[src/rtl/dmatr_pkg.sv]
package dmatr_pkg;
    typedef enum logic [1:0] {
        ST_IDLE  = 2'd0,
        ST_FETCH = 2'd1,
        ST_RESP  = 2'd2
    } xl_state_e;

    typedef enum logic [1:0] {
        SEL_BASE  = 2'd0,
        SEL_LIMIT = 2'd1,
        SEL_FLUSH = 2'd2,
        SEL_NONE  = 2'd3
    } cfg_sel_e;
endpackage

[src/rtl/dmatr_regs.sv]
module dmatr_regs
    import dmatr_pkg::*;
#(
    parameter int REG_W = 32
) (
    input  logic             clk,
    input  logic             rst_n,
    input  logic             wr,
    input  logic [1:0]       sel,
    input  logic [REG_W-1:0] wdata,
    output logic [REG_W-1:0] base_o,
    output logic [REG_W-1:0] limit_o,
    output logic             flush_o
);
    // Flush acts in the write cycle so it can meet a fill on the same edge.
    assign flush_o = wr && (cfg_sel_e'(sel) == SEL_FLUSH);

    always_ff @(posedge clk or negedge rst_n) begin
        if (!rst_n) begin
            base_o  <= '0;
            limit_o <= '0;
        end else if (wr) begin
            if (cfg_sel_e'(sel) == SEL_BASE)  base_o  <= wdata;
            if (cfg_sel_e'(sel) == SEL_LIMIT) limit_o <= wdata;
        end
    end
endmodule

[src/rtl/dmatr_tcache.sv]
module dmatr_tcache #(
    parameter int ENTRIES = 4,
    parameter int TAG_W   = 12,
    parameter int DATA_W  = 17
) (
    input  logic              clk,
    input  logic              rst_n,
    input  logic [TAG_W-1:0]  look_tag,
    output logic              hit,
    output logic [DATA_W-1:0] hit_data,
    input  logic              fill_en,
    input  logic [TAG_W-1:0]  fill_tag,
    input  logic [DATA_W-1:0] fill_data,
    input  logic              flush
);
    localparam int PTR_W = (ENTRIES > 1) ? $clog2(ENTRIES) : 1;
    localparam logic [PTR_W-1:0] LAST = PTR_W'(ENTRIES - 1);

    logic [TAG_W-1:0]  tag_q  [ENTRIES];
    logic [DATA_W-1:0] data_q [ENTRIES];
    logic [ENTRIES-1:0] valid_q;
    logic [ENTRIES-1:0] hit_vec;
    logic [PTR_W-1:0]   ptr_q;

    for (genvar g = 0; g < ENTRIES; g++) begin : g_cmp
        assign hit_vec[g] = valid_q[g] && (tag_q[g] == look_tag);
    end

    assign hit = |hit_vec;

    always_comb begin
        hit_data = '0;
        for (int i = 0; i < ENTRIES; i++)
            if (hit_vec[i]) hit_data = hit_data | data_q[i];
    end

    always_ff @(posedge clk or negedge rst_n) begin
        if (!rst_n) begin
            valid_q <= '0;
            ptr_q   <= '0;
        end else if (flush) begin
            valid_q <= '0;
            ptr_q   <= '0;
        end else if (fill_en) begin
            valid_q[ptr_q] <= 1'b1;
            ptr_q <= (ptr_q == LAST) ? '0 : ptr_q + 1'b1;
        end
    end

    always_ff @(posedge clk) begin
        if (fill_en && !flush) begin
            tag_q[ptr_q]  <= fill_tag;
            data_q[ptr_q] <= fill_data;
        end
    end

    assert_flush_clears_R8: assert property (@(posedge clk) disable iff (!rst_n)
        flush |=> (valid_q == '0));
    assert_hit_unique_R7: assert property (@(posedge clk) disable iff (!rst_n)
        $onehot0(hit_vec));
    assert_fill_grows_R7: assert property (@(posedge clk) disable iff (!rst_n)
        (fill_en && !flush && (valid_q != '1)) |=> ($countones(valid_q) == $countones($past(valid_q)) + 1));
endmodule

[src/rtl/dmatr_xlate.sv]
module dmatr_xlate
    import dmatr_pkg::*;
#(
    parameter int LADDR_W       = 24,
    parameter int PADDR_W       = 29,
    parameter int PAGE_BITS     = 12,
    parameter int REG_W         = 32,
    parameter int CACHE_ENTRIES = 4,
    parameter int ENTRY_SHIFT   = 2
) (
    input  logic               clk,
    input  logic               rst_n,
    input  logic               cfg_wr,
    input  logic [1:0]         cfg_sel,
    input  logic [REG_W-1:0]   cfg_wdata,
    input  logic               req_valid,
    input  logic [LADDR_W-1:0] req_laddr,
    output logic               req_ready,
    output logic               resp_valid,
    output logic [PADDR_W-1:0] resp_paddr,
    output logic               resp_bound_err,
    output logic               resp_mem_fault,
    output logic               tbl_rd_req,
    output logic [REG_W-1:0]   tbl_rd_addr,
    input  logic               tbl_rd_ack,
    input  logic [REG_W-1:0]   tbl_rd_data,
    input  logic               tbl_rd_err,
    output logic [LADDR_W-1:0] bound_fail_addr,
    output logic [REG_W-1:0]   mem_fail_addr
);
    localparam int IDX_W = LADDR_W - PAGE_BITS;
    localparam int PFN_W = PADDR_W - PAGE_BITS;

    xl_state_e state_q, state_d;

    logic [REG_W-1:0]   base, limit;
    logic               flush;
    logic [IDX_W-1:0]   idx;
    logic [REG_W-1:0]   ent_off;
    logic               bound_bad, hit, fill_en, accept;
    logic [PFN_W-1:0]   hit_pfn;
    logic [LADDR_W-1:0] laddr_q;
    logic [REG_W-1:0]   fetch_addr_q;

    wire unused_tbl_bits = ^{tbl_rd_data[REG_W-1:PADDR_W], tbl_rd_data[PAGE_BITS-1:0]};

    dmatr_regs #(.REG_W(REG_W)) u_regs (
        .clk(clk), .rst_n(rst_n), .wr(cfg_wr), .sel(cfg_sel), .wdata(cfg_wdata),
        .base_o(base), .limit_o(limit), .flush_o(flush)
    );

    assign idx       = req_laddr[LADDR_W-1:PAGE_BITS];
    assign ent_off   = REG_W'(idx) << ENTRY_SHIFT;
    assign bound_bad = (ent_off >= limit);
    assign accept    = req_valid && (state_q == ST_IDLE);
    assign fill_en   = (state_q == ST_FETCH) && tbl_rd_ack && !tbl_rd_err;

    dmatr_tcache #(.ENTRIES(CACHE_ENTRIES), .TAG_W(IDX_W), .DATA_W(PFN_W)) u_cache (
        .clk(clk), .rst_n(rst_n),
        .look_tag(idx), .hit(hit), .hit_data(hit_pfn),
        .fill_en(fill_en), .fill_tag(laddr_q[LADDR_W-1:PAGE_BITS]),
        .fill_data(tbl_rd_data[PADDR_W-1:PAGE_BITS]), .flush(flush)
    );

    // State register
    always_ff @(posedge clk or negedge rst_n) begin
        if (!rst_n) state_q <= ST_IDLE;
        else        state_q <= state_d;
    end

    // Transitions
    always_comb begin
        state_d = state_q;
        unique case (state_q)
            ST_IDLE:  if (req_valid) state_d = (bound_bad || hit) ? ST_RESP : ST_FETCH;
            ST_FETCH: if (tbl_rd_ack) state_d = ST_RESP;
            ST_RESP:  state_d = ST_IDLE;
            default:  state_d = ST_IDLE;
        endcase
    end

    // Outputs decoded from state
    always_comb begin
        req_ready  = (state_q == ST_IDLE);
        tbl_rd_req = (state_q == ST_FETCH);
        resp_valid = (state_q == ST_RESP);
    end

    assign tbl_rd_addr = fetch_addr_q;

    // Result and failure-address registers
    always_ff @(posedge clk or negedge rst_n) begin
        if (!rst_n) begin
            laddr_q         <= '0;
            fetch_addr_q    <= '0;
            resp_paddr      <= '0;
            resp_bound_err  <= 1'b0;
            resp_mem_fault  <= 1'b0;
            bound_fail_addr <= '0;
            mem_fail_addr   <= '0;
        end else if (accept) begin
            laddr_q        <= req_laddr;
            resp_bound_err <= bound_bad;
            resp_mem_fault <= 1'b0;
            if (bound_bad)
                bound_fail_addr <= req_laddr;
            else if (hit)
                resp_paddr <= {hit_pfn, req_laddr[PAGE_BITS-1:0]};
            else
                fetch_addr_q <= base + ent_off;
        end else if ((state_q == ST_FETCH) && tbl_rd_ack) begin
            if (tbl_rd_err) begin
                resp_mem_fault <= 1'b1;
                mem_fail_addr  <= fetch_addr_q;
            end else begin
                resp_paddr <= {tbl_rd_data[PADDR_W-1:PAGE_BITS], laddr_q[PAGE_BITS-1:0]};
            end
        end
    end

    assert_hold_read_R3: assert property (@(posedge clk) disable iff (!rst_n)
        (tbl_rd_req && !tbl_rd_ack) |=> (tbl_rd_req && $stable(tbl_rd_addr)));
    assert_no_read_idle_R3: assert property (@(posedge clk) disable iff (!rst_n)
        req_ready |-> !tbl_rd_req);
    assert_bound_blocks_R5: assert property (@(posedge clk) disable iff (!rst_n)
        (accept && bound_bad) |=> (!tbl_rd_req && resp_valid && resp_bound_err));
    assert_fault_latch_R9: assert property (@(posedge clk) disable iff (!rst_n)
        (tbl_rd_req && tbl_rd_ack && tbl_rd_err) |=> (resp_mem_fault && mem_fail_addr == $past(tbl_rd_addr)));
    assert_one_resp_R11: assert property (@(posedge clk) disable iff (!rst_n)
        resp_valid |=> (!resp_valid && req_ready));
    assert_err_excl_R9: assert property (@(posedge clk) disable iff (!rst_n)
        resp_valid |-> !(resp_bound_err && resp_mem_fault));
endmodule

[config.mk]
export PLATFORM = sky130hd
export DESIGN_NAME = dmatr_xlate
export DESIGN_NICKNAME = d
export VERILOG_FILES = /design/src/rtl/dmatr_pkg.sv /design/src/rtl/dmatr_regs.sv /design/src/rtl/dmatr_tcache.sv /design/src/rtl/dmatr_xlate.sv
export SDC_FILE = /design/constraint.sdc
export NUM_CORES = 1
export LEC_CHECK = 0
export ABC_CLOCK_PERIOD_IN_PS = 2510
export BUFFER_PORTS_ARGS = -buffer_cell sky130_fd_sc_hd__buf_2
export CAP_MARGIN = 0
export CELL_PAD_IN_SITES_DETAIL_PLACEMENT = 0
export CELL_PAD_IN_SITES_GLOBAL_PLACEMENT = 1
export CORE_MARGIN = 5
export CORE_UTILIZATION = 27
export CTS_BUF_LIST = sky130_fd_sc_hd__clkbuf_8
export DETAILED_ROUTE_END_ITERATION = 10
export GPL_ROUTABILITY_DRIVEN = 0
export GPL_TIMING_DRIVEN = 0
export HOLD_SLACK_MARGIN = 0.03
export PLACE_DENSITY = 0.56
export SLEW_MARGIN = 40
export SYNTH_ARGS = -nofsm -noshare
export SYNTH_HDL_FRONTEND = slang
export SYNTH_SLANG_ARGS = --single-unit
[constraint.sdc]
create_clock -name clk -period 2.51 [get_ports clk]
set_clock_uncertainty 0.1 [all_clocks]
set_input_delay 0.6275 -clock clk [delete_from_list [all_inputs] [get_ports clk]]
set_output_delay 0.6275 -clock clk [all_outputs]
set_load 0.005 [all_outputs]
==> impl_metrics.toml, run 1 <==
[run_status]
outcome = "finished with violations"
violations = "negative setup slack"

[power_and_ir_drop]
total_power_mw = 17.20
p_per_area_mw_per_mm2 = 945.1
p_leak_nw = 8.125
irDropWorstVdd_mv = 0.5770

[routing]
totalWireLength_mm = 38.27
routedWlPerCell_um = 18.80
viasPerCell = 4.351
drtIter0Drc = 392
firstDrtPassIters = 4
via_count = 8854
drc = 0
ant_nets = 0

[cells_and_area]
syn_to_final_growth_pct = 29.63
finalInstanceArea_sq_mm = 0.01820
fin_cells = 2035
mostFrequentLayoutCells = "215 x dfrtp_1, 201 x buf_2, 127 x nand2_1, 116 x edfxtp_1, 96 x mux2_2"
finalNetCount = 1424
final_common_cell = "dfrtp_1"
finish.utilization_pct = 35.40
drive_gt1_share_pct = 41.67

[die]
die_w_um = 238.0
die-area_sq_mm = 0.05665
core_sq_mm = 0.05141
ios = 218
start_util_pct = 27.31
core.rowCount = 83
die_y_um = 238.0

[timing]
slew_headroom_pct = 49.05
whs_ns = 0.1355
finalCritPeriodShare_pct = 107.5
tns_ns = -8.690
maxSlewViolCount = 0
tightest_slew_ns = 0.7642
rsz0062_at_grt = "true"
timing_hold_violations_final = 0
max_freq_mhz = 370.6
fin_crit_ns = 2.698
setup_violations = 82
setup_slack_ns = -0.1884

[worst_setup_path]
cp_top_family = "compound AO/OA/AOI/OAI gates"
crit_start = "u_regs.limit_o[5]"
cp.depth = 11
crit_buf_inv = 3
cpPeakStageDelay_ns = 0.39
crit_slowest_cell = "dfrtp_1"
endpoint_kind = "flip-flop"
r2r_cells = 11
crit_chain = "inv_2 -> ha_4 -> a21o_1 -> a211oi_2 -> a21oi_2 -> o21a_1 -> o21ai_2 -> nor3b_4 -> buf_6 -> buf_12 -> mux2_4"
worstSetupPathType = "flip-flop to flip-flop"
crit_required_ns = 2.91
r2r_start = "u_regs.limit_o[5]"
critPathMaxFanout = 10
arrival_ns = 3.10
rrSetupSlack_ns = -0.19
endpoint = "tbl_rd_addr[26]"
start_kind = "flip-flop"
timing.rr.end = "tbl_rd_addr[26]"

[job]
maxCapViolCount = 0

[global_routing]
gr-total-overflow = 0
grt_pass1_vias = 9852
grt_pass1_wl_mm = 58.55
track_usage_pct = 13.46
grt_max_degree = 69
antenna_found_initial = 9

[cts]
clkLatencyLatePin_ns = 0.64
h-tree-depth = 3
root_buffer = "clkbuf_8"
cts_buffer_depth = 3
clkSinkCount = 331
cts_tree = "yes"
cts_made_buffers = 66
clk_pin_slew_ns = 0.06

[logic_synthesis]
synthCells = 1003
synth_top_family_by_area = "multiplexers"
synthesis.area_sq_mm = 0.01404
synth-xor-area-share_pct = 4.742
synthAdderAreaFrac_pct = 2.638
synthMuxAreaShare_pct = 13.62
synth_compound_area_share_pct = 5.321
synth_edf_count = 116
synth-async-reset-ratio_pct = 64.95
synthSimpleGateAreaFrac_pct = 7.914
yosys-top-cells-area = "dfrtp_1 38%, edfxtp_1 25%, mux2_2 9.6%, xnor2_1 4.1%, nand2_1 3.4%"
syn_avg_cell_area_sq_um = 14.00
synth-seq-area-share_pct = 63.14
yosys_warnings = 0
yosys_register_bits = 331
synth.distinct_cells = 49
yosys.area.top_type_share_pct = 38.32
yosysTopAreaCell = "dfrtp_1"
synth-main-ff-cell = "dfrtp_1"
syn_nets = 1128

[placement]
dp_hpwl_mm = 26.32
placed_cell_area_sq_mm = 0.01635
dpl.cell_count = 1889
port_buffers = 202
place_ws_ns = -1.090

[worst_hold_path]
hp-class = "input pin to flip-flop"
==> synthesized netlist by cell type, types with 3 or more instances <==
cell type  count
mux2_4        12
inv_1         32
and4_1         3
o21ai_1        4
a21oi_1       12
o211ai_2      10
dfrtp_1      215
o211ai_1       9
and3_1         7
nor4_1         4
xor2_1        11
buf_2          4
nor3b_1        3
nor4_4         4
nor2_1        16
ha_1          28
nor2b_1        5
a211oi_1       3
mux2_1        32
o21ai_0        4
xnor2_1       65
buf_6          4
nand3_1       31
edfxtp_1     116
nand4_1       11
nand2_1      127
buf_4         12
clkbuf_1      24
and2_1         4
a22oi_1       34
a21o_1        15
mux2_2       120
==> state kept, by name, summed over array words and instances, names as in the netlist <==
| name | flops |
|---|---|
| laddr_q | 24 |
| resp_paddr | 29 |
| resp_bound_err | 1 |
| mem_fail_addr | 32 |
| u_regs.limit_o | 32 |
| bound_fail_addr | 24 |
| u_cache.tag_q | 48 |
| state_q | 2 |
| u_cache.data_q | 68 |
| resp_mem_fault | 1 |
| u_cache.ptr_q | 2 |
| u_regs.base_o | 32 |
| u_cache.valid_q | 4 |
| tbl_rd_addr | 32 |
==> timing repair <==
action                                  in CTS  in global routing
endpoints found under the hold margin       39                  0
hold buffers                                 1                  0
pin swaps                                   12                  1
resized for setup                           59                  7
endpoints found under the setup margin      93                 91
gates cloned                                 4                  0
buffers inserted                            22                  1
==> worst register-to-register path, cell delays in order, from the launching register on <==
cell      delay (ns)
dfrtp_1         0.39
inv_2           0.07
ha_4            0.20
a21o_1          0.16
a211oi_2        0.24
a21oi_2         0.14
o21a_1          0.20
o21ai_2         0.18
nor3b_4         0.24
buf_6           0.18
buf_12          0.16
mux2_4          0.31
==> kinds of logic after synthesis <==
kind of cell	Yosys count
flip-flops	331
buffers and inverters	77
AND/OR/NAND/NOR	225
multiplexers	166
AO/OA/AOI/OAI	99
XOR/XNOR	76
adder cells (fa/ha/maj)	29
==> area by class of cell <==
| type | instances | area [sq um] |
|---|---|---|
| clock buffer | 78 | 1074 |
| inverter | 32 | 120.1 |
| sequential | 331 | 8864 |
| multi-input combinational | 595 | 5194 |
| fill | 5052 | 33210 |
| clock inverter | 42 | 231.5 |
| tap | 680 | 850.8 |
| antenna | 4 | 10.01 |
| buffer | 40 | 387.9 |
| timing repair buffer | 233 | 1466 |
==> routing by layer <==
layer	vias up	wire length, um	track usage (%)	share of wire [%]
met5	-	87	0	0.23
met4	12	911	4.313	2.4
met3	84	2587	4.924	6.8
met2	210	18750	22.56	49
met1	4355	15930	16.22	42
li1	4193	-	-	-
==> report_power, final <==
| part | internal (mW) | switching [mW] |
|---|---|---|
| registers | 6.96 | 0.801 |
| clock network | 2.96 | 2.44 |
| logic | 2.24 | 1.79 |
==> worst min-delay path by stage <==
| stage | startpoint | endpoint | slack [ns] | cells after the start |
|---|---|---|---|---|
| 4_1_cts | cfg_wdata[14] | u_regs.limit_o[14] | 0.06 | 2 |
| 6_report | tbl_rd_data[26] | u_cache.data_q[1][14] | 0.14 | 1 |
| 5_1_grt | tbl_rd_data[21] | u_cache.data_q[0][9] | 0.09 | 1 |
| 3_3_place_gp | laddr_q[2] | laddr_q[2] | 0.35 | 2 |
| 3_5_place_dp | laddr_q[10] | laddr_q[10] | 0.36 | 2 |
| 2_1_floorplan | rst_n | bound_fail_addr[0] | 0.23 | 0 |
Note: power is estimated with default switching activity, not from simulation.
==> run 2, diff against run 1 <==
--- a/config.mk
+++ b/config.mk
@@ -5,6 +5,7 @@
 export SDC_FILE = /design/constraint.sdc
 export NUM_CORES = 1
 export LEC_CHECK = 0
+export ABC_AREA = 1
 export ABC_CLOCK_PERIOD_IN_PS = 2510
 export BUFFER_PORTS_ARGS = -buffer_cell sky130_fd_sc_hd__buf_2
 export CAP_MARGIN = 0
@@ -17,7 +18,7 @@
 export GPL_ROUTABILITY_DRIVEN = 0
 export GPL_TIMING_DRIVEN = 0
 export HOLD_SLACK_MARGIN = 0.03
-export PLACE_DENSITY = 0.56
+export PLACE_DENSITY = 0.65
 export SLEW_MARGIN = 40
 export SYNTH_ARGS = -nofsm -noshare
 export SYNTH_HDL_FRONTEND = slang
==> run 2 against run 1 <==
The flow now finishes without violations. Clock-buffer cell count shrank 14. Fmax rose by 14%. Via count rose by 30%. Non-clock buffer count rose by 4. Clock power is 10% lower. Critical path type unchanged. Largest cell class unchanged.
==> impl_metrics.toml, run 2 <==
[global_routing]
grt_pass1_wl_mm = 69.47
grt_pass1_vias = 11710
grt_max_degree = 64
gr-total-overflow = 0
track_usage_pct = 15.01
antenna_found_initial = 1

[worst_setup_path]
crit_chain = "inv_1 -> ha_1 -> nand2_1 -> o31a_1 -> o21ai_0 -> nand2_1 -> nand2_2 -> nand3_4 -> clkbuf_8 -> clkbuf_2 -> nand3_1 -> nand2_1"
cpPeakStageDelay_ns = 0.35
path_common_cell = "nand2_1"
crit_slowest_cell = "dfrtp_1"
arrival_ns = 2.79
start_kind = "flip-flop"
worstSetupPathType = "flip-flop to flip-flop"
endpoint_kind = "flip-flop"
crit_required_ns = 2.94
critPathMaxFanout = 10
cp_top_family = "simple AND/OR/NAND/NOR gates"
crit_buf_inv = 3

[routing]
drc = 0
ant_nets = 0
dr_wl_met3_mm = 2.264
firstDrtPassIters = 5
drtIter0Drc = 659
routedWlPerCell_um = 17.39
met1_length_mm = 20.94
totalWireLength_mm = 44.95
via_count = 11520
highest_layer = "met4"
detailroute.wirelength.met2_mm = 20.88
viasPerCell = 4.455

[timing]
finalCritPeriodShare_pct = 93.95
setup_slack_ns = 0.1519
whs_ns = 0.1032
slew_headroom_pct = 44.72
setup_violations = 0
timing_hold_violations_final = 0
rsz0062_at_grt = "false"
tightest_slew_ns = 0.8292
fin_crit_ns = 2.358
max_freq_mhz = 424.1
maxSlewViolCount = 0

[cells_and_area]
fin_cells = 2585
regMostFlops = "u_cache.data_q"
finalNetCount = 1965
mostFrequentLayoutCells = "525 x nand2_1, 215 x dfrtp_1, 210 x buf_2, 152 x inv_1, 132 x o21ai_0"
largest_reg_flops = 68
syn_to_final_growth_pct = 23.23
reg_top3 = "u_cache.data_q: 68 flops, u_cache.tag_q: 48 flops"
drive_gt1_share_pct = 21.35
final_common_cell = "nand2_1"

[die]
core_sq_mm = 0.05381
die_y_um = 243.2
start_util_pct = 27.29
die_w_um = 243.2
ios = 218
die-area_sq_mm = 0.05915
core.rowCount = 85

[cts]
cts_tree = "yes"
clk_pin_slew_ns = 0.06
cts_made_buffers = 57
clkLatencyLatePin_ns = 0.65
cts_buffer_depth = 3
root_buffer = "clkbuf_8"
h-tree-depth = 2
clkSinkCount = 331

[logic_synthesis]
syn_avg_cell_area_sq_um = 9.413
synth-main-ff-cell = "dfrtp_1"
synthCells = 1560
synth_common_cells = "528 x nand2_1, 215 x dfrtp_1, 141 x inv_1, 132 x o21ai_0, 127 x nand3_1"
yosys_register_bits = 331
syn_nets = 1685
yosys.area.top_type_share_pct = 36.64
yosys_warnings = 0
yosys-top-cells-area = "dfrtp_1 37%, edfxtp_1 24%, nand2_1 13%, o21ai_0 4.5%, nand3_1 4.3%"
synthesis.area_sq_mm = 0.01468
yosysTopAreaCell = "dfrtp_1"
synth_edf_count = 116
synth-async-reset-ratio_pct = 64.95
synth-seq-area-share_pct = 60.36
yosysMostFrequentCell = "nand2_1"
synth.distinct_cells = 34

[placement]
dpl.cell_count = 2467
dp_hpwl_mm = 33.51
port_buffers = 202
place_ws_ns = -1.253

[job]
maxCapViolCount = 0

[power_and_ir_drop]
p_per_area_mw_per_mm2 = 915.7
p_leak_nw = 8.856
irDropWorstVdd_mv = 0.3748

[run_status]
outcome = "completed"

[worst_hold_path]
hp-class = "input pin to flip-flop"
## run 2: worst min-delay path, cell delays in order
cell     delay, ns
buf_2         0.10
nand2_1       0.05
nand2_1       0.04
## run 2: final cells by class
class                      instances  area (sq um)
antenna                            1         2.502
buffer                            54         276.5
clock buffer                      64         880.8
clock inverter                    43         259.0
fill                            5527         35720
inverter                         150         563.0
multi-input combinational       1023          5080
sequential                       331          8864
tap                              696         870.8
timing repair buffer             223          1299
## run 2: where the power goes
| group | switching [mW] | internal, mW | leakage [nW] |
|---|---|---|---|
| combinational | 2.31 | 1.60 | 4.43 |
| sequential | 0.898 | 6.91 | 3.79 |
| clock | 2.29 | 2.56 | 0.635 |
## run 2: cell families (layout without fill, tap and decap cells)
group                      after synthesis  after routing  share of synthesized area [%]
and+or+nand+nor                        748            748                          20.96
DFF                                    331            331                          60.36
buffers and inverters                  206            534                          5.496
AOI/OAI and AO/OA                      184            184                          6.416
muxes                                   32             32                          2.454
xor gates and xnor gates                30             30                          1.789
adders and majority gates               29             29                          2.522
other                                    0              1                              0
## run 2: per-layer routing
metal	global-route usage (%)	up-vias
li1	-	5664
met3	3.102	55
met1	20.36	5504
met4	4.022	0
met5	0	-
met2	24.56	294
## run 2: through the flow
| step | setup TNS [ns] | total power, mW | instance area [sq um] | util, % |
|---|---|---|---|---|
| global route | 0 | 17.67 | 18090 | 33.62 |
| floorplan | -30.34 | 9.721 | 14680 | - |
| detailed placement | -81.64 | 11.84 | 16780 | 31.18 |
| global placement | -959.89 | 11.67 | 16570 | 30.78 |
| CTS | 0 | 16.82 | 18020 | 33.49 |
| finish | 0 | 16.57 | 18090 | 33.62 |
## run 2: worst paths after layout
check                                   from                 end  slack, ns  depth (start not counted)
max                        u_regs.limit_o[3]      resp_paddr[26]       0.15                         12
min                             req_laddr[1]  bound_fail_addr[1]       0.10                          3
max reg2reg                u_regs.limit_o[3]      resp_paddr[26]       0.15                         12
min reg2reg                    resp_paddr[1]       resp_paddr[1]       0.37                          2
max in group asynchronous              rst_n         laddr_q[21]       0.88                          4
min in group asynchronous              rst_n          laddr_q[1]       0.42                          2
## run 2: timing repair
| action | 4_1_cts | 5_1_grt |
|---|---|---|
| hold buffers | 1 | 0 |
| buffers inserted | 5 | 6 |
| endpoints found under the hold margin | 52 | 0 |
| setup endpoints to repair | 181 | 106 |
| gates resized for setup | 17 | 22 |
| pin swaps | 3 | 5 |
==> run 3, diff against run 2 <==
--- a/config.mk
+++ b/config.mk
@@ -22,4 +22,5 @@
 export SLEW_MARGIN = 40
 export SYNTH_ARGS = -nofsm -noshare
 export SYNTH_HDL_FRONTEND = slang
+export SYNTH_HIERARCHICAL = 1
 export SYNTH_SLANG_ARGS = --single-unit
==> run 3 against run 2 <==
Global-route usage hardly changed. Clock-buffer cell count up 10. Sequential cell count stayed put. Non-clock buffer count increased by 34. Critical path depth down 5. Hold slack worse by 0.012 ns. Synthesized cell count increased by 15%. First-iteration DRC count down 8.5%. Clock power rose by 7.2%. Setup slack got worse by 0.016 ns. Highest routed layer unchanged. Core utilization up 0.19 points.
==> impl_metrics.toml, run 3 <==
[die]
die_y_um = 251.3
die_w_um = 251.3
ios = 218
die-area_sq_mm = 0.06314
core.rowCount = 88
start_util_pct = 27.24
core_sq_mm = 0.05770

[placement]
dp_hpwl_mm = 36.22
dpl.cell_count = 2772
place_ws_ns = -0.9346
port_buffers = 201

[logic_synthesis]
yosys_register_bits = 331
yosysTopAreaCell = "dfrtp_1"
synthCells = 1798
synth_edf_count = 116
synth-seq-area-share_pct = 56.39
synth_common_cells = "810 x nand2_1, 215 x dfrtp_1, 163 x nand3_1, 158 x inv_1, 116 x edfxtp_1"
synth.distinct_cells = 40
syn_avg_cell_area_sq_um = 8.742
synthesis.area_sq_mm = 0.01572
yosysMostFrequentCell = "nand2_1"
synth-async-reset-ratio_pct = 64.95
yosys-top-cells-area = "dfrtp_1 34%, edfxtp_1 22%, nand2_1 19%, nand3_1 5.2%, inv_1 3.8%"
syn_nets = 1923
synth-main-ff-cell = "dfrtp_1"
yosys_warnings = 6
yosys.area.top_type_share_pct = 34.23

[routing]
viasPerCell = 4.401
via_count = 12840
routedWlPerCell_um = 16.55
drc = 0
drtIter0Drc = 603
firstDrtPassIters = 5
totalWireLength_mm = 48.30
ant_nets = 0

[cts]
cts_made_buffers = 59
clkLatencyLatePin_ns = 0.68
root_buffer = "clkbuf_8"
clk_pin_slew_ns = 0.07
cts_buffer_depth = 3
h-tree-depth = 2
cts_tree = "yes"
clkSinkCount = 331

[worst_setup_path]
endpoint_kind = "flip-flop"
crit_required_ns = 2.79
start_kind = "input pin"
worstSetupPathType = "input pin to flip-flop"
critPathMaxFanout = 15
arrival_ns = 2.66

[power_and_ir_drop]
p_sw_share_pct = 32.69
total_power_mw = 17.17
pwr-share-seq_pct = 45.2
clkPwrFrac_pct = 30.3
p_sw_mw = 5.612
irDropWorstVdd_mv = 0.4015
pwr-share-comb_pct = 24.5
p_per_area_mw_per_mm2 = 880.1
p_leak_nw = 10.11
p_int_mw = 11.56

[timing]
whs_ns = 0.09147
setup_violations = 0
tns_ns = 0
tightest_slew_ns = 0.7029
maxSlewViolCount = 0
timing_hold_violations_final = 0
setup_slack_ns = 0.1357
max_freq_mhz = 421.2
rsz0062_at_grt = "true"
fin_crit_ns = 2.374
finalCritPeriodShare_pct = 94.59
slew_headroom_pct = 53.14

[cells_and_area]
fin_cells = 2918
drive_gt1_share_pct = 22.20
syn_to_final_growth_pct = 24.12
mostFrequentLayoutCells = "806 x nand2_1, 235 x buf_2, 215 x dfrtp_1, 177 x inv_1, 160 x nand3_1"
regMostFlops = "u_cache/data_q"
final_common_cell = "nand2_1"
largest_reg_flops = 68
reg_top3 = "u_cache/data_q: 68 flops, u_cache/tag_q: 48 flops"
finalNetCount = 2232
diodes = 0
fillCellCount = 6094

[job]
maxCapViolCount = 0

[global_routing]
grt_max_degree = 72
use_met2_pct = 25.25
met3_usage_pct = 2.876
gr-total-overflow = 0
gr-usage-met1_pct = 20.14
track_usage_pct = 14.99
antenna_found_initial = 1
grt_pass1_vias = 12820
busiest_layer = "met2"
grt_pass1_wl_mm = 74.67

[worst_hold_path]
hp-class = "input pin to flip-flop"

[run_status]
outcome = "completed"
-- run 3: cell types whose count changed in the layout (fill, tap and decap cells not counted), moves of 15 or more --
| cell | change |
|---|---|
| nand3_1 | +35 |
| inv_1 | +25 |
| buf_4 | +20 |
| buf_2 | +25 |
| o21ai_1 | -27 |
| o21ai_0 | -115 |
| nand4_1 | +35 |
| nand2_1 | +281 |
| clkbuf_1 | -15 |
-- run 3: final cells by class --
class / instances / area, sq um / share of cell area [%]
plain buffers: 63 / 414.1 / 2.123
clock buffers: 74 / 1018 / 5.221
clock inverters: 33 / 225.2 / 1.154
inverters: 174 / 653.1 / 3.348
multi-input cells: 1230 / 5881 / 30.14
flip-flops and latches: 331 / 8864 / 45.43
well taps: 765 / 957.2 / 4.906
repair buffers: 248 / 1496 / 7.671
-- run 3: worst paths after layout --
check / from / slack, ns / cells past startpoint / endpoint
worst min register to register: resp_paddr[14] / 0.37 / 2 / resp_paddr[14]
min in group asynchronous: rst_n / 0.38 / 2 / mem_fail_addr[30]
worst max-delay path: cfg_sel[0] / 0.14 / 7 / u_cache/tag_q[0][8]
max in group asynchronous: rst_n / 1.22 / 3 / resp_paddr[14]
worst max register to register: u_cache/tag_q[1][6] / 0.15 / 16 / resp_paddr[16]
worst min-delay path: tbl_rd_data[24] / 0.09 / 1 / u_cache/data_q[1][12]
-- run 3: power by group through the flow --
stage | Combinational, mW | Clock, mW | Sequential (mW)
global route | 4.79 | 5.65 | 7.93
CTS | 4.29 | 5.41 | 7.79
floorplan | 2.35 | 0 | 7.70
global placement | 4.14 | 0 | 7.83
finish | 4.20 | 5.20 | 7.76
detailed placement | 4.25 | 0 | 7.88
-- run 3: logic make-up after synthesis --
kind of cell / share of synthesized area (%)
simple gates: 30.02
buf+inv: 6.711
compound gates: 1.210
fa+ha+maj: 2.356
mux: 2.531
xor+xnor: 0.7801
flops: 56.39
-- run 3: layer usage --
metal	wire, um	vias up
met5	0	-
met2	23150	343
met3	2658	60
met1	21620	6096
met4	874	0
li1	-	6343
-- run 3: through the flow --
step,instance area [sq um],utilization [%]
after global routing,19510,33.81
after global placement,17690,30.66
after floorplan,15730,-
final,19510,33.81
after CTS,19290,33.44
after detailed placement,17900,31.03
-- run 3: critical path, stage by stage --
cell and delay (ns):
buf_2 0.21, buf_1 0.41, nor2_1 0.25, inv_1 0.19
nand2_2 0.21, nor2_4 0.51, buf_16 0.23
-- run 3: timing repair --
action | CTS | global route
pin swaps | 11 | 7
hold buffers | 3 | 0
resized for setup | 6 | 12
buffers inserted | 12 | 23
endpoints found under the hold margin | 45 | 0
cloned | 0 | 1
setup endpoints to repair | 65 | 50
